$ cat config.mk
export PLATFORM = sky130hd
export DESIGN_NAME = dual_issue_sched
export DESIGN_NICKNAME = d
export VERILOG_FILES = /design/src/rtl/dis_pkg.sv /design/src/rtl/dis_rr_pick.sv /design/src/rtl/dis_bus_book.sv /design/src/rtl/dis_fu_pipe.sv /design/src/rtl/dis_wb_arb.sv /design/src/rtl/dual_issue_sched.sv
export SDC_FILE = /design/constraint.sdc
export NUM_CORES = 1
export LEC_CHECK = 0
export BUFFER_PORTS_ARGS = -buffer_cell sky130_fd_sc_hd__clkbuf_2
export CAP_MARGIN = 20
export CORE_MARGIN = 2
export CORE_UTILIZATION = 50
export CTS_BUF_LIST = sky130_fd_sc_hd__clkbuf_8 sky130_fd_sc_hd__clkbuf_16
export DETAILED_ROUTE_END_ITERATION = 8
export PLACE_DENSITY = 0.73
export SYNTH_ARGS = -nofsm -noshare
export SYNTH_HDL_FRONTEND = slang
export SYNTH_SLANG_ARGS = --single-unit
$ cat constraint.sdc
create_clock -name clk -period 18.95 [get_ports clk]
set_input_delay 1.895 -clock clk [delete_from_list [all_inputs] [get_ports clk]]
set_output_delay 1.895 -clock clk [all_outputs]
set_load 0.05 [all_outputs]
$ cat src/rtl/dis_pkg.sv
package dis_pkg;

    localparam int unsigned NTHR    = 4;
    localparam int unsigned TW      = $clog2(NTHR);
    localparam int unsigned DW      = 16;
    localparam int unsigned RW      = 4;
    localparam int unsigned ADD_LAT = 1;
    localparam int unsigned MUL_LAT = 3;
    localparam int unsigned BOOK_D  = MUL_LAT + 2;

    typedef enum logic {
        FU_ADD = 1'b0,
        FU_MUL = 1'b1
    } fu_e;

    typedef struct packed {
        logic [TW-1:0] thr;
        logic [RW-1:0] dst;
        logic [DW-1:0] data;
        logic          late;
    } res_t;

    function automatic int unsigned fu_lat(input logic unit);
        return (unit == FU_MUL) ? MUL_LAT : ADD_LAT;
    endfunction

    function automatic logic [TW-1:0] ring_next(input logic [TW-1:0] idx);
        return (int'(idx) == NTHR - 1) ? '0 : TW'(int'(idx) + 1);
    endfunction

endpackage

$ cat src/rtl/dis_rr_pick.sv
module dis_rr_pick #(
    parameter int unsigned N = 4,
    localparam int unsigned IW = $clog2(N)
) (
    input  logic [IW-1:0] start,
    input  logic [N-1:0]  elig,
    output logic          found,
    output logic [IW-1:0] pick
);
    // Reverse scan: the last hit written is the first in rotation order.
    always_comb begin
        found = 1'b0;
        pick  = '0;
        for (int k = N - 1; k >= 0; k--) begin
            int idx;
            idx = (int'(start) + k) % N;
            if (elig[idx]) begin
                found = 1'b1;
                pick  = IW'(idx);
            end
        end
    end
endmodule

$ cat src/rtl/dis_bus_book.sv
module dis_bus_book
    import dis_pkg::*;
(
    input  logic       clk,
    input  logic       rst,
    input  logic       s0_vld,
    input  logic       s0_unit,
    input  logic       s1_vld,
    input  logic       s1_unit,
    output logic [1:0] avail0,
    output logic [1:0] late0,
    output logic [1:0] avail1,
    output logic [1:0] late1
);
    logic [BOOK_D-1:0] busy_q;
    logic [BOOK_D-1:0] map1;
    logic [BOOK_D-1:0] map2;

    function automatic logic [BOOK_D-1:0] book_bit(input logic [BOOK_D-1:0] m,
                                                    input logic unit);
        int unsigned l;
        logic [BOOK_D-1:0] b;
        l = fu_lat(unit);
        b = '0;
        if (!m[l]) b[l] = 1'b1;
        else       b[l+1] = 1'b1;
        return b;
    endfunction

    generate
        for (genvar u = 0; u < 2; u++) begin : g_unit
            localparam int unsigned L = (u == 1) ? MUL_LAT : ADD_LAT;
            assign avail0[u] = !(busy_q[L] && busy_q[L+1]);
            assign late0[u]  = busy_q[L];
            assign avail1[u] = !(map1[L] && map1[L+1]);
            assign late1[u]  = map1[L];
        end
    endgenerate

    assign map1 = busy_q | (s0_vld ? book_bit(busy_q, s0_unit) : '0);
    assign map2 = map1   | (s1_vld ? book_bit(map1, s1_unit) : '0);

    always_ff @(posedge clk) begin
        if (rst) busy_q <= '0;
        else     busy_q <= map2 >> 1;
    end
endmodule

$ cat src/rtl/dis_fu_pipe.sv
module dis_fu_pipe
    import dis_pkg::*;
#(
    parameter int unsigned LAT    = 1,
    parameter bit          IS_MUL = 1'b0
) (
    input  logic          clk,
    input  logic          rst,
    input  logic          in_vld,
    input  logic [TW-1:0] in_thr,
    input  logic [RW-1:0] in_dst,
    input  logic [DW-1:0] in_a,
    input  logic [DW-1:0] in_b,
    input  logic          in_late,
    output logic          out_vld,
    output res_t          out_res
);
    logic [DW-1:0] result;
    logic [LAT-1:0] vld_q;
    res_t          stg_q [LAT];

    generate
        if (IS_MUL) begin : g_mul
            assign result = in_a * in_b;
        end else begin : g_add
            assign result = in_a + in_b;
        end
    endgenerate

    always_ff @(posedge clk) begin
        if (rst) vld_q <= '0;
        else begin
            vld_q[0] <= in_vld;
            for (int i = 1; i < LAT; i++) vld_q[i] <= vld_q[i-1];
        end
    end

    always_ff @(posedge clk) begin
        stg_q[0] <= '{thr: in_thr, dst: in_dst, data: result, late: in_late};
        for (int i = 1; i < LAT; i++) stg_q[i] <= stg_q[i-1];
    end

    assign out_vld = vld_q[LAT-1];
    assign out_res = stg_q[LAT-1];
endmodule

$ cat src/rtl/dis_wb_arb.sv
module dis_wb_arb
    import dis_pkg::*;
(
    input  logic          clk,
    input  logic          rst,
    input  logic          add_done,
    input  res_t          add_res,
    input  logic          mul_done,
    input  res_t          mul_res,
    output logic          hold_vld,
    output logic          wb_vld,
    output logic [TW-1:0] wb_thr,
    output logic [RW-1:0] wb_dst,
    output logic [DW-1:0] wb_data
);
    res_t hold_q;
    res_t sel;
    logic sel_vld;
    logic add_now, mul_now, add_wait, mul_wait;

    assign add_now  = add_done && !add_res.late;
    assign mul_now  = mul_done && !mul_res.late;
    assign add_wait = add_done &&  add_res.late;
    assign mul_wait = mul_done &&  mul_res.late;

    always_comb begin
        sel_vld = 1'b1;
        if (hold_vld)     sel = hold_q;
        else if (mul_now) sel = mul_res;
        else if (add_now) sel = add_res;
        else begin
            sel     = '0;
            sel_vld = 1'b0;
        end
    end

    always_ff @(posedge clk) begin
        if (rst) begin
            hold_vld <= 1'b0;
            wb_vld   <= 1'b0;
        end else begin
            hold_vld <= add_wait || mul_wait;
            wb_vld   <= sel_vld;
        end
    end

    always_ff @(posedge clk) begin
        hold_q  <= mul_wait ? mul_res : add_res;
        wb_thr  <= sel.thr;
        wb_dst  <= sel.dst;
        wb_data <= sel.data;
    end
endmodule

$ cat src/rtl/dual_issue_sched.sv
module dual_issue_sched
    import dis_pkg::*;
(
    input  logic               clk,
    input  logic               rst,
    input  logic [NTHR-1:0]    q_valid,
    input  logic [NTHR-1:0]    q_ready,
    input  logic [NTHR-1:0]    q_unit,
    input  logic [NTHR*RW-1:0] q_dst,
    input  logic [NTHR*DW-1:0] q_opa,
    input  logic [NTHR*DW-1:0] q_opb,
    output logic [NTHR-1:0]    q_pop,
    output logic               s0_vld,
    output logic [TW-1:0]      s0_thr,
    output logic               s1_vld,
    output logic [TW-1:0]      s1_thr,
    output logic               wb_vld,
    output logic [TW-1:0]      wb_thr,
    output logic [RW-1:0]      wb_dst,
    output logic [DW-1:0]      wb_data
);
    logic [TW-1:0]   last_q;
    logic [TW-1:0]   start0, start1;
    logic [NTHR-1:0] elig0, elig1;
    logic [1:0]      avail0, late0, avail1, late1;
    logic            u0, u1;
    logic            add_from0, mul_from0, add_iss, mul_iss;
    logic [TW-1:0]   add_thr, mul_thr;
    logic            add_late, mul_late;
    logic            add_done, mul_done, hold_vld;
    res_t            add_res, mul_res;

    assign start0 = ring_next(last_q);
    assign start1 = ring_next(s0_thr);
    assign u0     = q_unit[s0_thr];
    assign u1     = q_unit[s1_thr];

    generate
        for (genvar t = 0; t < NTHR; t++) begin : g_thr
            assign elig0[t] = !rst && q_valid[t] && q_ready[t] && avail0[q_unit[t]];
            assign elig1[t] = !rst && s0_vld && q_valid[t] && q_ready[t]
                              && (q_unit[t] != u0) && avail1[q_unit[t]];
            assign q_pop[t] = (s0_vld && s0_thr == TW'(t)) || (s1_vld && s1_thr == TW'(t));
        end
    endgenerate

    dis_rr_pick #(.N(NTHR)) i_pick0 (
        .start(start0), .elig(elig0), .found(s0_vld), .pick(s0_thr)
    );

    dis_rr_pick #(.N(NTHR)) i_pick1 (
        .start(start1), .elig(elig1), .found(s1_vld), .pick(s1_thr)
    );

    dis_bus_book i_book (
        .clk(clk), .rst(rst),
        .s0_vld(s0_vld), .s0_unit(u0), .s1_vld(s1_vld), .s1_unit(u1),
        .avail0(avail0), .late0(late0), .avail1(avail1), .late1(late1)
    );

    always_ff @(posedge clk) begin
        if (rst)         last_q <= TW'(NTHR - 1);
        else if (s0_vld) last_q <= s0_thr;
    end

    // Each unit owns one operand read path into the per-thread operands.
    assign add_from0 = s0_vld && (u0 == FU_ADD);
    assign mul_from0 = s0_vld && (u0 == FU_MUL);
    assign add_iss   = add_from0 || (s1_vld && u1 == FU_ADD);
    assign mul_iss   = mul_from0 || (s1_vld && u1 == FU_MUL);
    assign add_thr   = add_from0 ? s0_thr : s1_thr;
    assign mul_thr   = mul_from0 ? s0_thr : s1_thr;
    assign add_late  = add_from0 ? late0[FU_ADD] : late1[FU_ADD];
    assign mul_late  = mul_from0 ? late0[FU_MUL] : late1[FU_MUL];

    dis_fu_pipe #(.LAT(ADD_LAT), .IS_MUL(1'b0)) i_add (
        .clk(clk), .rst(rst), .in_vld(add_iss), .in_thr(add_thr),
        .in_dst(q_dst[add_thr*RW +: RW]),
        .in_a(q_opa[add_thr*DW +: DW]), .in_b(q_opb[add_thr*DW +: DW]),
        .in_late(add_late), .out_vld(add_done), .out_res(add_res)
    );

    dis_fu_pipe #(.LAT(MUL_LAT), .IS_MUL(1'b1)) i_mul (
        .clk(clk), .rst(rst), .in_vld(mul_iss), .in_thr(mul_thr),
        .in_dst(q_dst[mul_thr*RW +: RW]),
        .in_a(q_opa[mul_thr*DW +: DW]), .in_b(q_opb[mul_thr*DW +: DW]),
        .in_late(mul_late), .out_vld(mul_done), .out_res(mul_res)
    );

    dis_wb_arb i_arb (
        .clk(clk), .rst(rst),
        .add_done(add_done), .add_res(add_res),
        .mul_done(mul_done), .mul_res(mul_res),
        .hold_vld(hold_vld),
        .wb_vld(wb_vld), .wb_thr(wb_thr), .wb_dst(wb_dst), .wb_data(wb_data)
    );
endmodule

==> flow_summary.yaml <==
worst_setup_path:
  required_ps: 19240
  worstSetupPathType: "input port to flop"
  r2r-start: "last_q[0]$_SDFFE_PP1P_"
  critPathLaunchType: "input port"
  reg2reg_setup_slack_ps: 8110
  crit_path_end_kind: "flop"
  slowest_stage: "a22oi_2"
  cp.arrival_ps: 12390
  r2r_end: "i_mul.stg_q[0][16]$_DFF_P_"
  crit_path_max_fanout: 45
  r2r_cells: 40
  max_stage_delay_ps: 570
die:
  ioPinCount: 191
  dieArea_um2: 23800
  die_h_um: 154
  core_um2: 22400
  dieWidth_um: 154
  start_util_pct: 50.4
  num_rows: 55
timing:
  final_max_slew_viol_count: 0
  finalClockSkew_ps: 14.4
  setup_viol: 0
  rsz0062_at_grt: "no"
  tightest_slew_ps: 1110
  fmax_ghz: 0.0827
  timing.final.crit_share_pct: 63.8
  layout_min_cycle_time_ps: 12090
  hold_violations: 0
  relSlewSlack_pct: 25.8
  fin_setup_tns_ps: 0
cts:
  insertion_delay_ps: 420
  clk_pin_slew_ps: 60
  cts_setup_buffers: 0
  cts_root_buf: "clkbuf_16"
  cts_buffers: 17
  cts-resized-gates: 0
  cts_sinks: 147
  htreeDepth: 4
  cts_buffer_depth: 2
  hold_buffers: 0
  cts_tree: "yes"
logic_synthesis:
  synth.area.top_cells: "dfxtp_1, fa_1, ha_1"
  async_reset_ff_share_pct: 0
  ys.flop_type: "dfxtp_1"
  syn_area_per_cell_um2: 8.69
  synthAdderAreaFrac_pct: 22.0
  yosysSeqAreaShare_pct: 26.0
  synthMuxAreaShare_pct: 6.85
  netlist.area_leader.share_pct: 26.0
  synth-compound-area-share_pct: 16.2
  synth_area_um2: 11300
  synth-edff-count: 0
  yosys_warnings: 0
  yosys.area_share.xor_xnor_pct: 4.22
  syn_nets: 1610
  yosys.area.top_type: "dfxtp_1"
  synth-simple-area-share_pct: 16.8
  ys_seq_elements: 147
  synth_cells: 1302
  synth_top_family_by_area: "adder cells"
  synth_cell_types: 76
routing:
  vias: 9933
  wirelength_um: 32900
  drc_errors: 0
  wl_per_cell_um: 18.8
  ant_nets: 0
  via_per_inst: 5.67
  drtIter0Drc: 852
  first_pass_iters: 9
place:
  hpwl_um: 25200
  port_buffers: 190
  gp_congestion: 0.947
run:
  cap_violations: 0
min_path:
  hold_path_depth: 0
  min-delay-path-class: "flop to flop"
  hp-start: "i_mul.stg_q[0][22]$_DFF_P_"
  hold-path-endpoint: "i_mul.stg_q[0][45]$_DFF_P_"
global_routing:
  grt_max_degree: 72
  antenna_found_initial: 2
  gr-total-overflow: 0
  grt_pass1_vias: 9880
  grt_usage_pct: 27.9
  grt_pass1_wl_um: 52000
final_layout:
  drive_gt1_share_pct: 21.6
  final_util_pct: 57.8
  n_antenna_cell: 0
  synthToLayoutAreaGrowth_pct: 14.6
  nets: 1761
  layout_commonest_cell: "nand2_1"
  layout_common_cells: "nand2_1, clkbuf_2, dfxtp_1"
outcome:
  outcome: "complete, no violations"
==> worst max-delay path, delay by kind of cell <==
kind | cells | cell delay (ps)
buffers and inverters | 8 | 1800
xor gates and xnor gates | 4 | 730
and+or+nand+nor | 5 | 1010
adders and majority gates | 7 | 2830
muxes | 3 | 880
AOI/OAI and AO/OA | 13 | 3200
==> synth_stat cells, types with 35 or more instances <==
cell type,instances
fa_1,81
mux2i_1,40
o21ai_0,45
a31oi_1,39
inv_1,143
xnor2_1,39
clkbuf_1,42
nor2_1,88
a21oi_1,49
nand2_1,192
dfxtp_1,147
a211oi_1,35
ha_1,69
and2_1,37
==> registers in the layout, indices dropped and copies added, names as in the netlist <==
signal	count
i_mul.stg_q	69
i_add.stg_q	23
i_arb.hold_q	22
i_arb.wb_data	16
i_arb.wb_dst	4
i_book.busy_q	3
i_mul.vld_q	3
i_arb.wb_thr	2
last_q	2
i_add.out_vld	1
i_arb.hold_vld	1
i_arb.wb_vld	1
==> layer usage <==
layer | share of wire (%) | global-route usage (%)
met4 | 2.9 | 9.48
met5 | 0.040 | 0
met2 | 47 | 46.4
met3 | 8.4 | 6.67
met1 | 41 | 35.9
==> stage by stage <==
step	setup slack [ps]	area [um2]	hold WS [ps]	std cells
final	6860	13000	321	1751
after global routing	6120	13000	325	1751
after CTS	6880	13000	326	1751
after detailed placement	6470	12400	313	1719
after global placement	6620	12400	310	1719
after floorplan	7870	11300	310	1302
==> cells by family (layout without fill, tap and decap cells) <==
logic type,after synthesis,after routing
simple gates,408,408
compound gates,263,263
buf+inv,214,378
fa+ha+maj,150,150
flops,147,147
mux,72,72
xor+xnor,48,48
==> worst max path at each step <==
| stage | from | to | slack [ps] | cells after the start |
|---|---|---|---|---|
| after floorplan | q_ready[0] | i_mul.stg_q[0][16]$_DFF_P_ | 7870 | 42 |
| after global placement | rst | i_mul.stg_q[0][16]$_DFF_P_ | 6620 | 40 |
| after detailed placement | rst | i_mul.stg_q[0][16]$_DFF_P_ | 6470 | 40 |
| after CTS | rst | i_mul.stg_q[0][16]$_DFF_P_ | 6880 | 40 |
| after global routing | rst | i_mul.stg_q[0][16]$_DFF_P_ | 6120 | 40 |
| final | rst | i_mul.stg_q[0][16]$_DFF_P_ | 6860 | 40 |
==> final cells by class <==
class	instances	area, um2
Fill cell	2031	9470
Tap cell	285	357
Multi-Input combinational cell	941	7500
Inverter	146	551
Clock buffer	19	453
Clock inverter	13	134
Sequential cell	147	2940
Timing Repair Buffer	200	1030
Power is left out: the tool's default activity adds up to more than one toggle a clock period on the data nets, which glitch-free logic cannot reach.
